<file path="config.mk">
export PLATFORM = sky130hd
export DESIGN_NAME = tsv_steer
export DESIGN_NICKNAME = d
export VERILOG_FILES = /design/src/rtl/tsv_pkg.sv /design/src/rtl/tsv_guard.sv /design/src/rtl/tsv_settle.sv /design/src/rtl/tsv_irq.sv /design/src/rtl/tsv_steer.sv
export SDC_FILE = /design/constraint.sdc
export NUM_CORES = 1
export LEC_CHECK = 0
export BUFFER_PORTS_ARGS = -buffer_cell sky130_fd_sc_hd__clkbuf_2
export CELL_PAD_IN_SITES_DETAIL_PLACEMENT = 0
export CELL_PAD_IN_SITES_GLOBAL_PLACEMENT = 1
export CORE_MARGIN = 2
export CORE_UTILIZATION = 40
export CTS_CLUSTER_DIAMETER = 100
export DETAILED_ROUTE_END_ITERATION = 16
export MAX_ROUTING_LAYER = met4
export PLACE_DENSITY_LB_ADDON = 0.1
export SLEW_MARGIN = 10
export SYNTH_ARGS = -nofsm -noshare
export SYNTH_HDL_FRONTEND = slang
export SYNTH_HIERARCHICAL = 1
export SYNTH_SLANG_ARGS = --single-unit
</file>
<file path="constraint.sdc">
create_clock -name clk -period 4.3 [get_ports clk]
set_clock_uncertainty 0.2 [all_clocks]
set_input_delay 0.43 -clock clk [delete_from_list [all_inputs] [get_ports clk]]
set_output_delay 0.43 -clock clk [all_outputs]
set_load 0.005 [all_outputs]
</file>
<file path="src/rtl/tsv_pkg.sv">
package tsv_pkg;

  typedef enum logic [1:0] {
    ST_IDLE = 2'd0,
    ST_QUAL = 2'd1,
    ST_HELD = 2'd2,
    ST_DROP = 2'd3
  } steer_state_e;

  localparam int unsigned DEF_CODE_W = 4;
  localparam int unsigned DEF_CNT_W  = 16;
  localparam int unsigned DEF_SETTLE = 4;

endpackage

</file>
<file path="src/rtl/tsv_guard.sv">
module tsv_guard #(
  parameter int unsigned CNT_W = 16
) (
  input  logic             clk,
  input  logic             rst_n,
  input  logic             level,
  input  logic             held,
  input  logic [CNT_W-1:0] present_cfg,
  input  logic [CNT_W-1:0] absent_cfg,
  output logic             hit
);
  localparam int unsigned EXT_W = CNT_W + 1;

  logic [CNT_W-1:0] run_q;
  logic [CNT_W-1:0] cfg_sel;
  logic [EXT_W-1:0] limit;
  logic [EXT_W-1:0] run_next;
  logic             differ;

  assign differ   = (level != held);
  assign cfg_sel  = held ? absent_cfg : present_cfg;
  assign limit    = (cfg_sel == '0) ? EXT_W'(1) : {1'b0, cfg_sel};
  assign run_next = {1'b0, run_q} + EXT_W'(1);
  assign hit      = differ && (run_next >= limit);

  always_ff @(posedge clk) begin
    if (!rst_n) begin
      run_q <= '0;
    end else if (!differ || hit) begin
      run_q <= '0;
    end else begin
      run_q <= run_next[CNT_W-1:0];
    end
  end
endmodule

</file>
<file path="src/rtl/tsv_settle.sv">
module tsv_settle #(
  parameter int unsigned SETTLE_CYC = 4
) (
  input  logic clk,
  input  logic rst_n,
  input  logic accept,
  input  logic rel_i,
  output logic flag,
  output logic fire
);
  localparam int unsigned SW = $clog2(SETTLE_CYC + 1);

  logic [SW-1:0] left_q;

  assign fire = (left_q == SW'(1)) && !rel_i;

  always_ff @(posedge clk) begin
    if (!rst_n) begin
      left_q <= '0;
      flag   <= 1'b0;
    end else if (rel_i) begin
      left_q <= '0;
      flag   <= 1'b0;
    end else if (accept) begin
      left_q <= SW'(SETTLE_CYC);
      flag   <= 1'b0;
    end else if (left_q != '0) begin
      left_q <= left_q - SW'(1);
      if (fire) flag <= 1'b1;
    end
  end
endmodule

</file>
<file path="src/rtl/tsv_irq.sv">
module tsv_irq (
  input  logic clk,
  input  logic rst_n,
  input  logic enable,
  input  logic fire,
  input  logic rd_stb,
  input  logic rel_i,
  output logic irq_n
);
  logic pend_q;

  always_ff @(posedge clk) begin
    if (!rst_n) begin
      pend_q <= 1'b0;
    end else if (!enable) begin
      pend_q <= 1'b0;
    end else if (fire) begin
      pend_q <= 1'b1;
    end else if (rd_stb || rel_i) begin
      pend_q <= 1'b0;
    end
  end

  assign irq_n = ~pend_q;
endmodule

</file>
<file path="src/rtl/tsv_steer.sv">
module tsv_steer
  import tsv_pkg::*;
#(
  parameter int unsigned CODE_W     = DEF_CODE_W,
  parameter int unsigned CNT_W      = DEF_CNT_W,
  parameter int unsigned SETTLE_CYC = DEF_SETTLE
) (
  input  logic              clk,
  input  logic              rst_n,
  input  logic              tone_early,
  input  logic [CODE_W-1:0] tone_code,
  input  logic [CNT_W-1:0]  present_guard,
  input  logic [CNT_W-1:0]  absent_guard,
  input  logic              irq_en,
  input  logic              rd_stb,
  output logic              steer_o,
  output logic [CODE_W-1:0] rx_data,
  output logic              dv_flag,
  output logic              irq_n
);
  steer_state_e      st_q, st_d;
  logic              char_on;
  logic              hit;
  logic              accept;
  logic              rel;
  logic              fire;
  logic [CODE_W-1:0] code_q;

  assign char_on = (st_q == ST_HELD) || (st_q == ST_DROP);
  assign accept  = hit && !char_on;
  assign rel     = hit && char_on;

  tsv_guard #(.CNT_W(CNT_W)) u_guard (
    .clk         (clk),
    .rst_n       (rst_n),
    .level       (tone_early),
    .held        (char_on),
    .present_cfg (present_guard),
    .absent_cfg  (absent_guard),
    .hit         (hit)
  );

  always_comb begin
    if (hit) begin
      st_d = char_on ? ST_IDLE : ST_HELD;
    end else if (char_on) begin
      st_d = tone_early ? ST_HELD : ST_DROP;
    end else begin
      st_d = tone_early ? ST_QUAL : ST_IDLE;
    end
  end

  always_ff @(posedge clk) begin
    if (!rst_n) begin
      st_q   <= ST_IDLE;
      code_q <= '0;
    end else begin
      st_q <= st_d;
      if (accept) code_q <= tone_code;
    end
  end

  tsv_settle #(.SETTLE_CYC(SETTLE_CYC)) u_settle (
    .clk    (clk),
    .rst_n  (rst_n),
    .accept (accept),
    .rel_i  (rel),
    .flag   (dv_flag),
    .fire   (fire)
  );

  tsv_irq u_irq (
    .clk    (clk),
    .rst_n  (rst_n),
    .enable (irq_en),
    .fire   (fire),
    .rd_stb (rd_stb),
    .rel_i  (rel),
    .irq_n  (irq_n)
  );

  assign steer_o = char_on;
  assign rx_data = code_q;
endmodule

</file>
After elaboration in Yosys (flattened, before gate mapping) --
Index checks and enable logic that the tools add are counted. Widths: inputs -> output; s select.
Storage, ports and cells: bits in registers 27, output and inout bits 7, word-level logic and storage cells 46
Cells by class: $add $sub $neg 2, magnitude comparators 1, equality and inequality tests 4, muxes and demuxes 11, bitwise operators 2, reductions and logical operators 19
Operators by type and width (count):
- $mux 16 | 2
- $add 16x1->17 const B | 1
- $ge 17x17->1 | 1
- $logic_not 16->1 | 1
- $mux 2 | 3
- $mux 3 | 2
- $eq 2x2->1 const B | 2
- $logic_and 1x1->1 | 4
- $mux 1 | 4
- $reduce_and 2->1 | 2
- $reduce_bool 2->1 | 2
- $reduce_or 2->1 | 2
- $eq 3x1->1 const B | 1
- $logic_not 1->1 | 3
- $logic_or 1x1->1 | 3
- $reduce_bool 3->1 | 1
- $reduce_or 3->1 | 1
- $sub 3x1->3 const B | 1
- $not 1->1 | 2
- $ne 1x1->1 | 1

Longest topological paths before layout --
Gate-level depths: netlist of run 1.
depth after elaboration 11, mapped depth 17, gate-level depth less buffers 15

By module --
Netlist of run 1, hierarchy kept.
Modules (own cells, without submodules):
- tsv_guard | instances 1, cells each 150, area an instance 1463.9 um^2, sequential area each 320.3 um^2
- tsv_settle | instances 1, cells each 23, area an instance 216.5 um^2, sequential area each 80.1 um^2
- tsv_steer | instances 1, cells each 19, area an instance 211.5 um^2, sequential area each 100.1 um^2
- tsv_irq | instances 1, cells each 4, area an instance 46.3 um^2, sequential area each 20.0 um^2

Least setup slack after synthesis of run 1 --
OpenSTA, ideal clock, no wires.
path type reg2reg, start point register st_q[1], end point register u_settle.left_q[1], library setup time 0.079 ns, arrival 3.364 ns, required time 4.021 ns, path slack 0.657 ns, cell stages (with the launch flop) 16, buffers on the path 3, period minus slack after synthesis 3.643 ns, cell sequence dfxtp_1 > clkbuf_1 > buf_6 > buf_6 > mux2i_1 > nand4_1 > or4_1 > nand2_1 > ha_1 > inv_1 > a221oi_1 > a21boi_4 > o21a_1 > ha_1 > or3b_4 > a211oi_2
Between the ends: word-level cells in the longest chain between the ends 9, elaborated cells between the ends (all ways) 13, those cells by class 1 x order compare; 3 x eq/ne; 2 x mux; 7 x reduce/logical
RTL lines:
- start: declaration | line tsv_steer.sv:21 | steer_state_e st_q, st_d;
- start signal: assignment | line tsv_steer.sv:58 | st_q <= st_d;
- $eq 2x2->1 | line tsv_steer.sv:29 | assign char_on = (st_q == ST_HELD) || (st_q == ST_DROP);
- $logic_or 1x1->1 * | line tsv_steer.sv:29
- net steer_o | line tsv_steer.sv:16 | output logic steer_o,
- $mux 16 | line tsv_guard.sv:21 | assign cfg_sel = held ? absent_cfg : present_cfg;
- $logic_not 16->1 | line tsv_guard.sv:22 | assign limit = (cfg_sel == '0) ? EXT_W'(1) : {1'b0, cfg_sel};
- $mux 16 | line tsv_guard.sv:22
- $ge 17x17->1 | line tsv_guard.sv:24 | assign hit = differ && (run_next >= limit);
- $logic_and 1x1->1 * | line tsv_guard.sv:24
- net hit | line tsv_steer.sv:23 | logic hit;
- $logic_and 1x1->1 * | line tsv_steer.sv:31 | assign rel = hit && char_on;
- net rel | line tsv_steer.sv:25 | logic rel;
- $reduce_or 3->1 (no line) *
- end signal: assignment | line tsv_settle.sv:25 | left_q <= SW'(SETTLE_CYC);
- end signal: assignment | line tsv_settle.sv:28 | left_q <= left_q - SW'(1);
- end: declaration | line tsv_settle.sv:13 | logic [SW-1:0] left_q;
The timed path passes the listed nets; every way through them passes the cells marked *. A chain may end at the register's enable or synchronous reset.

Final worst setup path of run 1 --
start point register st_q[1], end point register u_settle.left_q[1]
Between the ends: word-level cells in the longest chain between the ends 9, elaborated cells between the ends (all ways) 13, those cells by class 1 x order compare; 3 x eq/ne; 2 x mux; 7 x reduce/logical
RTL lines:
- $eq 2x2->1 | line tsv_steer.sv:29
- $logic_or 1x1->1 * | line tsv_steer.sv:29
- $mux 16 | line tsv_guard.sv:21
- $logic_not 16->1 | line tsv_guard.sv:22
- $mux 16 | line tsv_guard.sv:22
- $ge 17x17->1 | line tsv_guard.sv:24
- $logic_and 1x1->1 * | line tsv_guard.sv:24
- net hit | line tsv_steer.sv:23
- $logic_and 1x1->1 * | line tsv_steer.sv:30 | assign accept = hit && !char_on;
- net accept | line tsv_steer.sv:24 | logic accept;
- $reduce_or 3->1 (no line) *
Marked as above.

==> flow_metrics.tcl, run 1 <==
set metrics [dict create \
    status "finished clean" \
    fmax_mhz 261.7 \
    power-per-cell-area_nw_per_um2 249.1 \
    wl_mm 4.157 \
    rows 25 \
    syn_inst 196 \
    seqPwrFrac 0.477 \
    min_from "irq_en" \
    power.share.switching 0.2760 \
    cp.arrival_ns 3.82 \
    hold_violations 0 \
    crit_path_frequent_cell "ha_1" \
    setup_tns_ns 0 \
    reg2reg_to "u_settle/left_q[1]" \
    cts_resized 0 \
    syn_avg_cell_area_um2 9.888 \
    drc 0 \
    vdd_ir_drop_max_v 0.0001736 \
    reg2reg_depth 13 \
    dieWidth_um 73.61 \
    path_depth 13 \
    place_ws_ns 0.4675 \
    r2r_slack_ns 0.48 \
    syn_nets 259 \
    ant_nets 0 \
    drv_slew 0 \
    syn2layout_area_growth_pct 16.46 \
    drt-initial-drc-count 51 \
    crit_buf_inv 2 \
    crit_start "st_q[1]" \
    synth_common_cells "26 x dfxtp_1, 22 x ha_1, 20 x mux2i_1" \
    clockBufferDepth 2 \
    rsz0062_at_grt "no" \
    cts_buffers 3 \
    die_y_um 73.61 \
    synth_top_area_cell "dfxtp_1" \
    p_switching_mw 0.1552 \
    cp_slowest_stage_delay_ns 0.53 \
    cts_tree "built" \
    grt_pass1_wl_mm 6.775 \
    grt_usage 0.1658 \
    reg2reg_from "st_q[1]" \
    post_drt_wl_per_cell_um 14.04 \
    final_nets 306 \
    crit_chain "buf_4, mux2i_1, nand4_1, or4_1, nand2_1, ha_1, inv_1, a221oi_1, a21boi_4, o21a_1, ha_1, or3b_4, a211oi_2" \
    fin_ws_ns 0.4794 \
    dp_cells 292 \
    crit_path_end_kind "flip-flop" \
    crit_fanout 18 \
    n_antenna_cell 0 \
    htreeDepth 1 \
    p_comb_frac 0.239 \
    vias 1553 \
    final_cells 296 \
    hp-class "in2reg" \
    maxCapViolations 0 \
    p_int_mw 0.4070 \
    slew_headroom 0.7008 \
    synth_enable_flop_cells 0 \
    synth_area_leaders "dfxtp_1 27%, ha_1 14%, mux2i_1 10%" \
    start_kind "flip-flop" \
    grt_max_degree 19 \
    core_area_um2 4692 \
    antenna_found_initial 0 \
    synth.yosys.seq_area_share 0.2686 \
    synth.top_cell.area_share 0.2686 \
    syn_area_um2 1938 \
    synth_most_common_cell "dfxtp_1" \
    vias_per_cell 5.247 \
    post-cts-setup-buffers 0 \
    synth_ff_type "dfxtp_1" \
    portBuffers 47 \
    hpwl_mm 3.402 \
    p_clk_frac 0.284 \
    cp-endpoint "u_settle/left_q[1]" \
    ios 48 \
    detail_route.first_pass.iterations 4 \
    drive_gt1_frac 0.3017 \
    crit_family "simple AND/OR/NAND/NOR gates" \
    path_clk_slew_ns 0.09 \
    cts.sinks 26 \
    cts_root_buf "clkbuf_8" \
    setup_viol 0 \
    hold_buffers 0 \
    critical_path_class "reg2reg" \
    start_util 0.4131 \
    worst_pin_slew_ns 0.4488 \
    die_area_um2 5418 \
    finalCritPeriodShare 0.8885 \
    gp_congestion 0.7818 \
    synth_warnings 6 \
    synthDistinctLibCells 42 \
    period_needed_ns 3.821 \
    crit_required_ns 4.30 \
    overflow 0 \
    ys_ff_latch 26 \
    critical-path-slowest-cell "or4_1" \
    synth_async_sr_flop_share 0 \
    grt_pass1_vias 1424 \
    clkLatencyLatePin_ns 0.27 \
    p_leak_nw 0.9707 \
]
worst min-delay path by stage:
stage                  endpoint  slack, ns  cells past startpoint
5_1_grt            u_irq/pend_q       0.18                      2
4_1_cts            u_irq/pend_q       0.17                      2
3_5_place_dp      u_settle/flag       0.26                      2
3_3_place_gp      u_settle/flag       0.25                      2
2_1_floorplan  u_guard/run_q[0]       0.25                      1
6_report           u_irq/pend_q       0.17                      2
cells by family (layout without fill, tap and decap cells):
family | count (synthesis) | count (layout) | share of synthesized area
mux | 20 | 20 | 0.1033
buf+inv | 16 | 62 | 0.04712
compound gates | 24 | 24 | 0.1098
xor+xnor | 16 | 16 | 0.07618
fa+ha+maj | 22 | 22 | 0.1420
flops | 26 | 26 | 0.2686
simple gates | 72 | 72 | 0.2531
area by class of cell:
cell class	instances	area [um^2]
multi-input combinational	154	1326
timing repair buffer	50	257.7
sequential	26	520.5
tap	54	67.56
fill	465	2435
clock buffer	4	55.05
inverter	8	30.03
metrics by stage:
| stage | area [um^2] | hold slack [ns] | power (mW) | utilization |
|---|---|---|---|---|
| floorplan | 1938 | 0.2509 | 0.3687 | - |
| global placement | 2202 | 0.2516 | 0.4118 | 0.4693 |
| detailed placement | 2202 | 0.2559 | 0.4093 | 0.4693 |
| CTS | 2257 | 0.1711 | 0.5692 | 0.4811 |
| global route | 2257 | 0.1765 | 0.6073 | 0.4811 |
| finish | 2257 | 0.1714 | 0.5622 | 0.4811 |
layer usage:
| layer | GRT usage | wire length [um] | vias to the layer above | share of wire |
|---|---|---|---|---|
| li1 | - | - | 810 | - |
| met1 | 0.2494 | 2265 | 698 | 0.54 |
| met2 | 0.2292 | 1637 | 41 | 0.39 |
| met3 | 0.02469 | 217 | 4 | 0.052 |
| met4 | 0.04242 | 37 | 0 | 0.0089 |
| met5 | - | 0 | - | 0 |
registers in the layout, summed over array words and instances (netlist names):
register         cells
st_q                 1
u_settle/left_q      3
u_guard/run_q       16
rx_data              4
u_irq/pend_q         1
u_settle/flag        1
power groups by stage:
stage / Sequential (mW) / Clock (mW) / Combinational, mW
final: 0.268 / 0.160 / 0.134
after global routing: 0.271 / 0.180 / 0.157
after CTS: 0.268 / 0.164 / 0.137
after detailed placement: 0.274 / 0 / 0.135
after global placement: 0.275 / 0 / 0.137
after floorplan: 0.272 / 0 / 0.0967
cell usage in the layout, fill, tap and decap left out, drive strengths merged, types with 8 or more instances in the layout:
master | synthesis | layout
dfxtp | 26 | 26
nand3 | 16 | 16
inv | 8 | 8
xnor2 | 11 | 11
nand4 | 9 | 9
clkbuf | 2 | 51
nor3b | 11 | 11
ha | 22 | 22
a21oi | 9 | 9
mux2i | 20 | 20
(Power assumes the default switching activity.)
==> run 2: changes to the inputs <==
--- a/config.mk
+++ b/config.mk
@@ -5,11 +5,13 @@
 export SDC_FILE = /design/constraint.sdc
 export NUM_CORES = 1
 export LEC_CHECK = 0
+export ABC_AREA = 1
 export BUFFER_PORTS_ARGS = -buffer_cell sky130_fd_sc_hd__clkbuf_2
+export CAP_MARGIN = 20
 export CELL_PAD_IN_SITES_DETAIL_PLACEMENT = 0
 export CELL_PAD_IN_SITES_GLOBAL_PLACEMENT = 1
 export CORE_MARGIN = 2
-export CORE_UTILIZATION = 40
+export CORE_UTILIZATION = 37
 export CTS_CLUSTER_DIAMETER = 100
 export DETAILED_ROUTE_END_ITERATION = 16
 export MAX_ROUTING_LAYER = met4
==> run 2 against run 1 <==
- count of clock-buffer cells in the layout unchanged
- via count increased by 16%
- routed wire length increased by 0.22%
- global-route usage decreased by 1.3 points
- combinational power increased by 13%
- final area increased by 3.4%
- critical path type unchanged
- largest power group unchanged
==> flow_metrics.tcl, run 2 <==
set metrics [dict create \
    period_needed_ns 3.441 \
    syn2layout_area_growth_pct 18.33 \
    grt_usage 0.1525 \
    crit_family "simple AND/OR/NAND/NOR gates" \
    n_antenna_cell 0 \
    vdd_ir_drop_max_v 0.0001792 \
    drive_gt1_frac 0.2075 \
    drv_slew 0 \
    drc 0 \
    crit_required_ns 4.27 \
    setup_viol 0 \
    post_drt_wl_per_cell_um 9.990 \
    htreeDepth 1 \
    power-per-cell-area_nw_per_um2 251.2 \
    worst_pin_slew_ns 0.4529 \
    post-cts-setup-buffers 0 \
    final_cell_mix "56 x inv_1, 54 x nand2_1, 51 x nor2_1, 47 x clkbuf_2, 26 x dfxtp_1" \
    cts.sinks 26 \
    fmax_mhz 290.6 \
    start_util 0.3839 \
    ys_ff_latch 26 \
    ios 48 \
    die_y_um 77.03 \
    ant_nets 0 \
    rsz0062_at_grt "no" \
    core_area_um2 5140 \
    hp-class "in2reg" \
    final_common_cell "inv_1" \
    die_area_um2 5933 \
    syn_avg_cell_area_um2 6.599 \
    largest_register "u_guard/run_q" \
    cp.arrival_ns 3.41 \
    clkLatencyLatePin_ns 0.27 \
    synth_ff_type "dfxtp_1" \
    grt_max_degree 17 \
    synth_area_leaders "dfxtp_1 26%, ha_1 14%, inv_1 11%" \
    hold_violations 0 \
    synth_common_cells "56 x inv_1, 54 x nand2_1, 51 x nor2_1" \
    place_ws_ns 0.8464 \
    vias 1808 \
    fin_ws_ns 0.8587 \
    synth_top_area_cell "dfxtp_1" \
    start_kind "flip-flop" \
    vias_per_cell 4.336 \
    post-layout-total-power_mw 0.5864 \
    antenna_found_initial 0 \
    detail_route.first_pass.iterations 7 \
    synth_async_sr_flop_share 0 \
    critical_path_class "reg2reg" \
    crit_buf_inv 3 \
    syn_nets 362 \
    portBuffers 47 \
    synth_most_common_cell "inv_1" \
    synth.top_cell.area_share 0.2638 \
    hpwl_mm 3.601 \
    grt_pass1_wl_mm 7.369 \
    maxCapViolations 0 \
    cts_root_buf "clkbuf_8" \
    drt-initial-drc-count 61 \
    synth_enable_flop_cells 0 \
    p_leak_nw 1.171 \
    crit_path_end_kind "flip-flop" \
    synth_warnings 6 \
    clockBufferDepth 2 \
    gp_congestion 0.8060 \
    syn_inst 299 \
    cts_buffers 3 \
    cts_tree "built" \
    hold_buffers 0 \
    overflow 0 \
    grt_pass1_vias 1687 \
    synth.yosys.seq_area_share 0.2638 \
    path_clk_slew_ns 0.09 \
    largest_register_ffs 16 \
    cp_slowest_stage_delay_ns 0.41 \
    status "finished clean" \
    setup_tns_ns 0 \
    crit_chain "ha_1, nand3_2, nor2_2, nand3_2, nor2_1, xnor2_1, inv_1, ha_1, nand2_1, inv_1, nand3_1, o21ai_0, nand2_1, a31oi_1, ha_1, inv_1, nor2_1, nor2_1" \
    syn_area_um2 1973 \
    finalCritPeriodShare 0.8003 \
    synthDistinctLibCells 29 \
    cts_resized 0 \
    critical-path-slowest-cell "dfxtp_1" \
    crit_fanout 7 \
    wl_mm 4.166 \
    final_nets 411 \
    dieWidth_um 77.03 \
    slew_headroom 0.6977 \
    rows 26 \
]
run 2: cell types whose count changed after synthesis, moves of 9 or more:
cell / previous run / this run
mux2i_1: 20 / 2
nand2_1: 6 / 54
or2_2: 0 / 10
nor3b_2: 9 / 0
nor2_1: 7 / 51
o21ai_0: 1 / 18
inv_1: 8 / 56
run 2: cell type report:
| type | instances | area [um^2] |
|---|---|---|
| fill | 598 | 2805 |
| multi-input combinational | 211 | 1211 |
| sequential | 26 | 520.5 |
| timing repair buffer | 48 | 242.7 |
| inverter | 58 | 217.7 |
| tap | 70 | 87.58 |
| clock buffer | 4 | 55.05 |
run 2: through the flow:
stage / hold slack (ns) / utilization / cells / cell area [um^2]
finish: 0.1545 / 0.4542 / 417 / 2335
global route: 0.1517 / 0.4542 / 417 / 2335
CTS: 0.1467 / 0.4542 / 417 / 2335
detailed placement: 0.2408 / 0.4435 / 413 / 2280
global placement: 0.2368 / 0.4435 / 413 / 2280
floorplan: 0.2333 / - / 299 / 1973
run 2: cells by family after synthesis:
kind of cell / share of synthesized area
fa+ha+maj: 0.1395
xor+xnor: 0.04883
flops: 0.2638
compound gates: 0.09005
simple gates: 0.3253
buf+inv: 0.1224
mux: 0.01015
run 2: worst reg2reg max path: stages (launching register included):
cell and delay (ns):
dfxtp_1 0.41, ha_1 0.24, nand3_2 0.12, nor2_2 0.21
nand3_2 0.14, nor2_1 0.14, xnor2_1 0.16, inv_1 0.08
ha_1 0.30, nand2_1 0.08, inv_1 0.09, nand3_1 0.07
o21ai_0 0.15, nand2_1 0.13, a31oi_1 0.25, ha_1 0.31
inv_1 0.12, nor2_1 0.10, nor2_1 0.06
run 2: path summary, 6_finish.rpt:
kind,startpoint,endpoint,slack (ns),depth (start not counted)
worst max-delay path,u_guard/run_q[0],rx_data[1],0.86,18
worst min-delay path,irq_en,u_irq/pend_q,0.15,3
worst max register to register,u_guard/run_q[0],rx_data[1],0.86,18
worst min register to register,u_settle/flag,u_settle/flag,0.25,2
run 2: layer usage:
metal	GRT usage	up-vias	part of all wire	routed length, um
met5	-	-	0	0
met4	0.01607	0	0	0
met3	0.02824	0	0.027	113
met2	0.2535	21	0.48	2020
met1	0.2004	768	0.49	2033
li1	-	1019	-	-
run 2: power breakdown:
part           leakage (nW)  internal [mW]  total [mW]  switching (mW)
sequential            0.210          0.259       0.271          0.0120
combinational         0.932         0.0689       0.152          0.0835
clock                0.0288         0.0820       0.163          0.0814
total                  1.17          0.409       0.586           0.177
